### config.mk
export PLATFORM = sky130hd
export DESIGN_NAME = tile_plan_top
export DESIGN_NICKNAME = d
export VERILOG_FILES = /design/src/rtl/tp_pkg.sv /design/src/rtl/tp_stripe_sel.sv /design/src/rtl/tp_cfg_check.sv /design/src/rtl/tile_plan_top.sv
export SDC_FILE = /design/constraint.sdc
export NUM_CORES = 2
export LEC_CHECK = 0
export BUFFER_PORTS_ARGS = -buffer_cell sky130_fd_sc_hd__buf_4
export CAP_MARGIN = 15
export CORE_ASPECT_RATIO = 2
export CORE_UTILIZATION = 45
export CTS_BUF_LIST = sky130_fd_sc_hd__clkbuf_8
export CTS_CLUSTER_SIZE = 16
export DETAILED_ROUTE_END_ITERATION = 12
export SYNTH_ARGS = -nofsm -noshare
export SYNTH_HDL_FRONTEND = slang
export SYNTH_SLANG_ARGS = --single-unit
### constraint.sdc
create_clock -name clk -period 13.9 [get_ports clk]
set_input_delay 0.695 -clock clk [delete_from_list [all_inputs] [get_ports clk]]
set_output_delay 0.695 -clock clk [all_outputs]
set_load 0.005 [all_outputs]
### src/rtl/tp_pkg.sv
package tp_pkg;
    localparam int DIM_W  = 13;
    localparam int BPP_W  = 3;
    localparam int ADDR_W = 32;
    localparam int SH_W   = 2;
    localparam int IDX_W  = 2 * SH_W;

    typedef enum logic [1:0] {
        ST_IDLE  = 2'd0,
        ST_CHECK = 2'd1,
        ST_RUN   = 2'd2
    } tp_state_e;

    typedef struct packed {
        logic [DIM_W-1:0]  in_w;
        logic [DIM_W-1:0]  in_h;
        logic [DIM_W-1:0]  out_w;
        logic [DIM_W-1:0]  out_h;
        logic [BPP_W-1:0]  bpp_i;
        logic [BPP_W-1:0]  bpp_o;
        logic [ADDR_W-1:0] base_i;
        logic [ADDR_W-1:0] base_o;
    } tp_job_t;

    typedef struct packed {
        tp_state_e         st;
        tp_job_t           job;
        logic [SH_W-1:0]   col;
        logic [SH_W-1:0]   row;
        logic [ADDR_W-1:0] row_i;
        logic [ADDR_W-1:0] addr_i;
        logic [ADDR_W-1:0] row_o;
        logic [ADDR_W-1:0] addr_o;
        logic              err;
        logic              done;
    } tp_regs_t;
endpackage

### src/rtl/tp_stripe_sel.sv
module tp_stripe_sel #(
    parameter int DIM_W = 13,
    parameter int LIMIT = 1024,
    parameter int SH_W  = 2
) (
    input  logic [DIM_W-1:0] dim,
    output logic [SH_W-1:0]  sh
);
    localparam logic [DIM_W-1:0] ONE_LIM = DIM_W'(LIMIT);
    localparam logic [DIM_W-1:0] TWO_LIM = DIM_W'(2 * LIMIT);

    always_comb begin
        if (dim <= ONE_LIM)      sh = SH_W'(0);
        else if (dim <= TWO_LIM) sh = SH_W'(1);
        else                     sh = SH_W'(2);
    end
endmodule

### src/rtl/tp_cfg_check.sv
module tp_cfg_check #(
    parameter int DIM_W   = 13,
    parameter int BPP_W   = 3,
    parameter int ADDR_W  = 32,
    parameter int SH_W    = 2,
    parameter int MIN_DIM = 128,
    parameter int MAX_DIM = 4096,
    parameter int ALIGN   = 8
) (
    input  logic [DIM_W-1:0]  dims [4],
    input  logic [BPP_W-1:0]  bpp_i,
    input  logic [BPP_W-1:0]  bpp_o,
    input  logic [ADDR_W-1:0] base_i,
    input  logic [ADDR_W-1:0] base_o,
    input  logic [ADDR_W-1:0] cstep_i,
    input  logic [ADDR_W-1:0] cstep_o,
    input  logic [ADDR_W-1:0] rstep_i,
    input  logic [ADDR_W-1:0] rstep_o,
    input  logic [SH_W-1:0]   sh_w,
    input  logic [SH_W-1:0]   sh_h,
    output logic              bad
);
    localparam logic [ADDR_W-1:0] AMASK = ADDR_W'(ALIGN - 1);
    localparam logic [DIM_W-1:0]  LO    = DIM_W'(MIN_DIM);
    localparam logic [DIM_W-1:0]  HI    = DIM_W'(MAX_DIM);

    logic [3:0] dim_bad;

    for (genvar g = 0; g < 4; g++) begin : g_rng
        assign dim_bad[g] = (dims[g] < LO) || (dims[g] > HI);
    end

    logic col_bad, row_bad, base_bad;
    assign base_bad = (|(base_i & AMASK)) || (|(base_o & AMASK));
    assign col_bad  = (sh_w != '0) && ((|(cstep_i & AMASK)) || (|(cstep_o & AMASK)));
    assign row_bad  = (sh_h != '0) && ((|(rstep_i & AMASK)) || (|(rstep_o & AMASK)));

    assign bad = (|dim_bad) || base_bad || col_bad || row_bad
                 || (bpp_i == '0) || (bpp_o == '0);
endmodule

### src/rtl/tile_plan_top.sv
module tile_plan_top
    import tp_pkg::*;
#(
    parameter int OUT_LIMIT = 1024,
    parameter int MIN_DIM   = 128,
    parameter int MAX_DIM   = 4096,
    parameter int ALIGN     = 8
) (
    input  logic              clk,
    input  logic              rst_n,
    input  logic              start,
    input  logic [DIM_W-1:0]  in_w,
    input  logic [DIM_W-1:0]  in_h,
    input  logic [DIM_W-1:0]  out_w,
    input  logic [DIM_W-1:0]  out_h,
    input  logic [BPP_W-1:0]  in_bpp,
    input  logic [BPP_W-1:0]  out_bpp,
    input  logic [ADDR_W-1:0] in_base,
    input  logic [ADDR_W-1:0] out_base,
    input  logic              tile_ack,
    output logic              busy,
    output logic              desc_valid,
    output logic [IDX_W-1:0]  tile_idx,
    output logic [DIM_W-1:0]  tile_in_w,
    output logic [DIM_W-1:0]  tile_in_h,
    output logic [DIM_W-1:0]  tile_out_w,
    output logic [DIM_W-1:0]  tile_out_h,
    output logic [ADDR_W-1:0] in_addr,
    output logic [ADDR_W-1:0] out_addr,
    output logic [ADDR_W-1:0] in_stride,
    output logic [ADDR_W-1:0] out_stride,
    output logic              cfg_err,
    output logic              done
);
    tp_regs_t r_q, r_d;

    // stripe choice follows the output frame; input shares it
    logic [SH_W-1:0] sh_w, sh_h;

    tp_stripe_sel #(.DIM_W(DIM_W), .LIMIT(OUT_LIMIT), .SH_W(SH_W)) u_sel_w (
        .dim (r_q.job.out_w),
        .sh  (sh_w)
    );
    tp_stripe_sel #(.DIM_W(DIM_W), .LIMIT(OUT_LIMIT), .SH_W(SH_W)) u_sel_h (
        .dim (r_q.job.out_h),
        .sh  (sh_h)
    );

    logic [DIM_W-1:0]  tw_i, th_i, tw_o, th_o;
    logic [ADDR_W-1:0] stride_i, stride_o;
    logic [ADDR_W-1:0] cstep_i, cstep_o, rstep_i, rstep_o;

    always_comb begin
        tw_i     = r_q.job.in_w  >> sh_w;
        th_i     = r_q.job.in_h  >> sh_h;
        tw_o     = r_q.job.out_w >> sh_w;
        th_o     = r_q.job.out_h >> sh_h;
        stride_i = ADDR_W'(r_q.job.in_w)  * ADDR_W'(r_q.job.bpp_i);
        stride_o = ADDR_W'(r_q.job.out_w) * ADDR_W'(r_q.job.bpp_o);
        cstep_i  = ADDR_W'(tw_i) * ADDR_W'(r_q.job.bpp_i);
        cstep_o  = ADDR_W'(tw_o) * ADDR_W'(r_q.job.bpp_o);
        rstep_i  = ADDR_W'(th_i) * stride_i;
        rstep_o  = ADDR_W'(th_o) * stride_o;
    end

    logic [DIM_W-1:0] dims [4];
    assign dims[0] = r_q.job.in_w;
    assign dims[1] = r_q.job.in_h;
    assign dims[2] = r_q.job.out_w;
    assign dims[3] = r_q.job.out_h;

    logic job_bad;

    tp_cfg_check #(
        .DIM_W(DIM_W), .BPP_W(BPP_W), .ADDR_W(ADDR_W), .SH_W(SH_W),
        .MIN_DIM(MIN_DIM), .MAX_DIM(MAX_DIM), .ALIGN(ALIGN)
    ) u_chk (
        .dims    (dims),
        .bpp_i   (r_q.job.bpp_i),
        .bpp_o   (r_q.job.bpp_o),
        .base_i  (r_q.job.base_i),
        .base_o  (r_q.job.base_o),
        .cstep_i (cstep_i),
        .cstep_o (cstep_o),
        .rstep_i (rstep_i),
        .rstep_o (rstep_o),
        .sh_w    (sh_w),
        .sh_h    (sh_h),
        .bad     (job_bad)
    );

    logic [SH_W:0] ncol, nrow;
    logic          col_last, row_last, tile_last;

    always_comb begin
        ncol      = (SH_W+1)'(1) << sh_w;
        nrow      = (SH_W+1)'(1) << sh_h;
        col_last  = ({1'b0, r_q.col} == ncol - 1'b1);
        row_last  = ({1'b0, r_q.row} == nrow - 1'b1);
        tile_last = col_last && row_last;
    end

    always_comb begin
        r_d      = r_q;
        r_d.done = 1'b0;
        unique case (r_q.st)
            ST_IDLE: begin
                if (start) begin
                    r_d.job.in_w   = in_w;
                    r_d.job.in_h   = in_h;
                    r_d.job.out_w  = out_w;
                    r_d.job.out_h  = out_h;
                    r_d.job.bpp_i  = in_bpp;
                    r_d.job.bpp_o  = out_bpp;
                    r_d.job.base_i = in_base;
                    r_d.job.base_o = out_base;
                    r_d.err        = 1'b0;
                    r_d.st         = ST_CHECK;
                end
            end
            ST_CHECK: begin
                if (job_bad) begin
                    r_d.err = 1'b1;
                    r_d.st  = ST_IDLE;
                end else begin
                    r_d.col    = '0;
                    r_d.row    = '0;
                    r_d.row_i  = r_q.job.base_i;
                    r_d.addr_i = r_q.job.base_i;
                    r_d.row_o  = r_q.job.base_o;
                    r_d.addr_o = r_q.job.base_o;
                    r_d.st     = ST_RUN;
                end
            end
            ST_RUN: begin
                if (tile_ack) begin
                    if (tile_last) begin
                        r_d.done = 1'b1;
                        r_d.st   = ST_IDLE;
                    end else if (col_last) begin
                        r_d.col    = '0;
                        r_d.row    = r_q.row + 1'b1;
                        r_d.row_i  = r_q.row_i + rstep_i;
                        r_d.addr_i = r_q.row_i + rstep_i;
                        r_d.row_o  = r_q.row_o + rstep_o;
                        r_d.addr_o = r_q.row_o + rstep_o;
                    end else begin
                        r_d.col    = r_q.col + 1'b1;
                        r_d.addr_i = r_q.addr_i + cstep_i;
                        r_d.addr_o = r_q.addr_o + cstep_o;
                    end
                end
            end
            default: r_d.st = ST_IDLE;
        endcase
    end

    always_ff @(posedge clk or negedge rst_n) begin
        if (!rst_n) begin
            r_q <= '0;
        end else begin
            r_q <= r_d;
        end
    end

    assign busy       = (r_q.st != ST_IDLE);
    assign desc_valid = (r_q.st == ST_RUN);
    assign tile_idx   = IDX_W'((IDX_W'(r_q.row) << sh_w) + IDX_W'(r_q.col));
    assign tile_in_w  = tw_i;
    assign tile_in_h  = th_i;
    assign tile_out_w = tw_o;
    assign tile_out_h = th_o;
    assign in_addr    = r_q.addr_i;
    assign out_addr   = r_q.addr_o;
    assign in_stride  = stride_i;
    assign out_stride = stride_o;
    assign cfg_err    = r_q.err;
    assign done       = r_q.done;

    // completion flag lasts one cycle and leaves the block idle
    a_r8_done_single: assert property (@(posedge clk) disable iff (!rst_n)
        done |=> !done);
    a_r8_done_idle: assert property (@(posedge clk) disable iff (!rst_n)
        done |-> (!desc_valid && !busy));
    // a rejected job never shows a descriptor
    a_r5_err_no_desc: assert property (@(posedge clk) disable iff (!rst_n)
        cfg_err |-> !desc_valid);
    // every handed-out address is aligned
    a_r6_addr_aligned: assert property (@(posedge clk) disable iff (!rst_n)
        desc_valid |-> ((in_addr % ALIGN) == 0 && (out_addr % ALIGN) == 0));
    // acknowledged non-final tile moves to the next index
    a_r7_step: assert property (@(posedge clk) disable iff (!rst_n)
        (desc_valid && tile_ack && !tile_last)
        |=> (desc_valid && tile_idx == $past(tile_idx) + 1'b1));
    // descriptor holds without an acknowledge
    a_r7_hold: assert property (@(posedge clk) disable iff (!rst_n)
        (desc_valid && !tile_ack) |=> ($stable(in_addr) && $stable(out_addr)));
    // strides constant across a job
    a_r3_stride_stable: assert property (@(posedge clk) disable iff (!rst_n)
        (desc_valid && $past(desc_valid)) |-> ($stable(in_stride) && $stable(out_stride)));
endmodule

Yosys cells after proc, flatten, opt, wreduce, memory -nomap -nowiden --
Cells that the tools add are included. W data, S select, Z words.
Word-level totals: register bits after elaboration 258, bits in latches 0, RAM bits 0, bits in read-only memories 0, input port bits 126, output and inout port bits 188, logic and storage cells 121, memories 0
Cells by class: add/sub/neg operators 9, multiply operators 6, div/mod/pow operators 0, order comparisons 12, equality and inequality tests 11, shift-type cells 7, muxes and demuxes 24, bitwise logic cells 0, reductions and logical operators 35
Operators by type and width (number):
- $mux W132 | 3
- $pmux W132 S2 | 1
- $mux W124 | 1
- $mux W32 | 3
- $add A32 B16 Y32 | 2
- $add A32 B29 Y32 | 2
- $mul A13 B3 Y16 | 4
- $mul A13 B16 Y29 | 2
- $gt A13 B13 Y1 const B | 4
- $lt A13 B8 Y1 const B | 4
- $shr A13 B2 Y13 | 4
- $mux W34 | 1
- $le A13 B11 Y1 const B | 2
- $le A13 B12 Y1 const B | 2
- $reduce_or A3 Y1 | 6
- $mux W2 | 8
- $logic_or A1 B1 Y1 | 12
- $ne A2 B2 Y1 const B | 5
- $reduce_bool A2 Y1 | 5
- $eq A2 B3 Y1 | 2
- $logic_not A3 Y1 | 2
- $pmux W2 S3 | 1
- $reduce_and A3 Y1 | 2
- $shl A1 B2 Y3 const A | 2
- 15 further kinds | 24

Longest topological paths before layout --
depth after elaboration 14, depth in mapped cells 46, gate-level depth less buffers 45

Modules after synthesis --
Synthesis repeated with hierarchy kept, for this count alone.
Second synthesis, totals: cell total of the unflattened synthesis 4072, area, all modules 34683.3 um^2
By module, submodules not included:
- tile_plan_top | times used 1, cells each 4012, area an instance 34321.7 um^2, sequential area each 6456.2 um^2
- tp_cfg_check | times used 1, cells each 42, area an instance 234.0 um^2, sequential area each 0.0 um^2
- tp_stripe_sel | times used 2, cells each 9, area an instance 63.8 um^2, sequential area each 0.0 um^2

Least setup slack after synthesis --
No wires, ideal clock.
path type reg-to-reg, from reg r_q[198] (netlist name), to reg r_q (netlist bit out_addr[31]), library setup time 142 ps, data arrival time 9924 ps, data required time 13758 ps, path slack 3834 ps, stages on the path, launching flop included 44, buffers on the path 2, clock period less this slack 10066 ps, cell sequence dfrtp_1 > clkbuf_1 > clkbuf_1 > nand2_1 > fa_1 > inv_1 > ha_1 > fa_1 > a21o_1 > a21oi_1 > o21bai_1 > a21oi_1 > nor2b_1 > o2111ai_1 > nand3_1 > o41ai_1 > xor2_1 > inv_1 > [... 8 more ...] > inv_1 > ha_1 > a21oi_1 > o21a_1 > a31oi_1 > a2111oi_0 > o21a_1 > nor2_1 > ha_1 > inv_1 > nor2_1 > o21a_1 > o211ai_1 > o21a_1 > o21ai_0 > a31oi_1 > o31ai_1 > a211oi_1
On the way: elaborated cells between the ends (all ways) 22, those cells by class 2 x add/sub; 3 x mul; 1 x eq/ne; 4 x mux; 12 x reduce/logical
RTL lines:
- start: declaration | line tile_plan_top.sv:35 | tp_regs_t r_q, r_d;
- start signal: assignment | line tile_plan_top.sv:162 | r_q <= r_d;
- $mul A13 B3 Y16 | line tile_plan_top.sv:59 | stride_o = ADDR_W'(r_q.job.out_w) * ADDR_W'(r_q.job.bpp_o);
- via out_stride[14] | line tile_plan_top.sv:31 | output logic [ADDR_W-1:0] out_stride,
- $mul A13 B16 Y29 | line tile_plan_top.sv:63 | rstep_o = ADDR_W'(th_o) * stride_o;
- $add A32 B29 Y32 | line tile_plan_top.sv:146 | r_d.addr_o = r_q.row_o + rstep_o;
- $mux W32 | line tile_plan_top.sv:140 | end else if (col_last) begin
- $mux W132 | line tile_plan_top.sv:137 | if (tile_last) begin
- $mux W132 | line tile_plan_top.sv:136 | if (tile_ack) begin
- $pmux W132 S2 | line tile_plan_top.sv:106 | unique case (r_q.st)
The timed path passes the listed nets, and every way through them passes these cells. The select of a mux whose other input is x is not followed. A chain may end at the register's enable or synchronous reset.

Worst setup path after layout --
from reg r_q[200] (netlist name), to reg r_q (netlist bit out_addr[31])
On the way: longest elaborated chain between the ends 10, elaborated cells between the ends (all ways) 22, those cells by class 2 x add/sub; 3 x mul; 1 x eq/ne; 4 x mux; 12 x reduce/logical
RTL lines:
- parallel branches: the longest is 10 deep, another holds $add A32 B29 Y32
Parallel ways; which one is timed is not known. The select of a mux whose other input is x is not followed.

==> impl_metrics.env <==
export IMPL_hold_viol=0
export IMPL_worstPathRequired_ns=14.40
export IMPL_vias_per_cell=5.52
export IMPL_cts_sinks=258
export IMPL_max_freq_mhz=86.8
export IMPL_critical_path_peak_fanout=26
export IMPL_antenna_found_initial=1
export IMPL_post_route_period_util=0.829
export IMPL_synth_avg_cell_area_sq_um=8.42
export IMPL_synthCells=4107
export IMPL_yosysSeqAreaShare=0.187
export IMPL_whs_ns=0.0175
export IMPL_start_util=0.455
export IMPL_first_pass_iters=5
export IMPL_slowest_delay_ns=0.89
export IMPL_grt_pass1_vias=30700
export IMPL_synth_seq_cells=258
export IMPL_synth_area_sq_um=34600
export IMPL_grt_max_degree=80
export IMPL_cts_tree="done"
export IMPL_worstMarginPinSlew_ns=1.17
export IMPL_slew_viol_final=0
export IMPL_rsz0062_at_grt="false"
export IMPL_clock_skew_ns=0.0532
export IMPL_die_area_sq_um=78000
export IMPL_hpwl_um=89200
export IMPL_grt_usage=0.290
export IMPL_cts_hold_buffers=0
export IMPL_path_class="flip-flop to flip-flop"
export IMPL_syn2layout_area_growth_pct=10.4
export IMPL_r2r_cells=41
export IMPL_fp_coreArea_sq_um=76000
export IMPL_cts_clk_slew_worst_paths_ns=0.07
export IMPL_final_antenna_net_count=0
export IMPL_post_cts_resized=0
export IMPL_post_route_min_period_ns=11.52
export IMPL_crit_arrival_ns=12.02
export IMPL_synth_edff_count=0
export IMPL_fin_tns_setup_ns=0
export IMPL_die_width_um=198
export IMPL_maxCapViolCount=0
export IMPL_status="completed"
export IMPL_start_kind="flip-flop"
export IMPL_post_cts_setup_buffers=0
export IMPL_remaining_drc_errors=0
export IMPL_final_common_cell="nand2_1"
export IMPL_io_pins=314
export IMPL_grt_pass1_wl_um=174000
export IMPL_clock_tree_buffer_depth=3
export IMPL_cts_made_buffers=44
export IMPL_clk_latency_ns=0.66
export IMPL_grt_overflow=0
export IMPL_place_congestion=0.935
export IMPL_layout_common_cells="nand2_1, inv_1, fa_1"
export IMPL_wire_per_inst_um=20.7
export IMPL_portBuffers=277
export IMPL_vias=29500
export IMPL_wl_um=111000
export IMPL_slew_headroom=0.215
export IMPL_hold_class="input pin to asynchronous set/reset pin"
export IMPL_drive_gt1_frac=0.125
export IMPL_drt_initial_drc_count=1547
export IMPL_slowest_stage="dfrtp_1"
export IMPL_synth_warnings=0
export IMPL_die_h_um=394
export IMPL_fin_nets=5085
export IMPL_std_cell_rows=143
export IMPL_cp_common_cell="fa_1"
export IMPL_ys_flop_type="dfrtp_1"
export IMPL_htree_levels=2
export IMPL_cp_end_kind="flip-flop"
export IMPL_async_flop_share=1.00
export IMPL_ys_types=82
export IMPL_root_buffer="clkbuf_8"
export IMPL_finalSetupViolCount=0
-- cells by family after synthesis --
group | share of synthesized area
AOI/OAI and AO/OA | 0.148
adders and majority gates | 0.318
other | 0.000217
xor gates and xnor gates | 0.0405
muxes | 0.0491
buffers and inverters | 0.101
DFF | 0.187
and+or+nand+nor | 0.157
-- registers in the layout (all words and copies together) (netlist names) --
signal    flops
done          1
r_q         140
in_addr      32
out_addr     32
cfg_err       1
dims         52
-- metal layers --
layer  wire length [um]  track usage  share of wire  vias to the layer above
met1              44500        0.357           0.40                    14600
met2              55100        0.502           0.50                      932
met5                  0            0              0                        -
met4               4660        0.121          0.042                        0
met3               6390       0.0429          0.058                      224
li1                   -            -              -                    13700
-- final timing paths --
path                              start           end  slack, ns
max                            r_q[200]  out_addr[31]       2.38
min                               rst_n       r_q[55]       0.02
max reg2reg                    r_q[200]  out_addr[31]       2.38
min reg2reg                    r_q[110]      r_q[110]       0.49
max in group asynchronous         rst_n       dims[1]      12.42
min in group clk           out_base[29]      r_q[163]       0.26
-- per-stage QoR --
stage                     utilization  instances  setup WS [ns]  area [sq um]
after CTS                       0.502       5344           2.36         38200
after global routing            0.502       5345           1.64         38200
after detailed placement        0.489       5265           2.32         37200
after floorplan                     -       4179           3.83         34800
final                           0.502       5345           2.38         38200
after global placement          0.489       5265           2.59         37200
-- worst max-delay path, delay by kind of cell (launching register included) --
family                   cells  cell delay (ns)
flip-flops                   1             0.89
adder cells (fa/ha/maj)     10             4.24
AND/OR/NAND/NOR              6             0.74
AO/OA/AOI/OAI               18             4.44
XOR/XNOR                     1             0.48
buffers and inverters        6             0.55
-- Yosys cell counts, drive strengths merged (39+ instances only) --
cell	n	area, sq um
a21o	48	360
a21oi	212	1060
a31oi	41	257
and2	64	400
buf	125	871
clkbuf	123	462
dfrtp	258	6460
fa	361	7230
ha	302	3780
inv	553	2080
mux2	125	1410
nand2	580	2180
nand3	39	195
nor2	359	1350
nor3	50	250
o21a	59	443
o21ai	201	1010
xnor2	102	893
xor2	58	508
-- final cells by class --
cell class,count,area [sq um]
fill,7554,37900
multi-input combinational,3102,24900
sequential,258,6460
timing repair buffer,319,2400
inverter,571,2140
tap,1015,1270
clock buffer,53,729
clock inverter,26,230
antenna,1,2.50
Power is left out: the tool's default activity adds up to more than one toggle a clock period on the data nets, which glitch-free logic cannot reach.
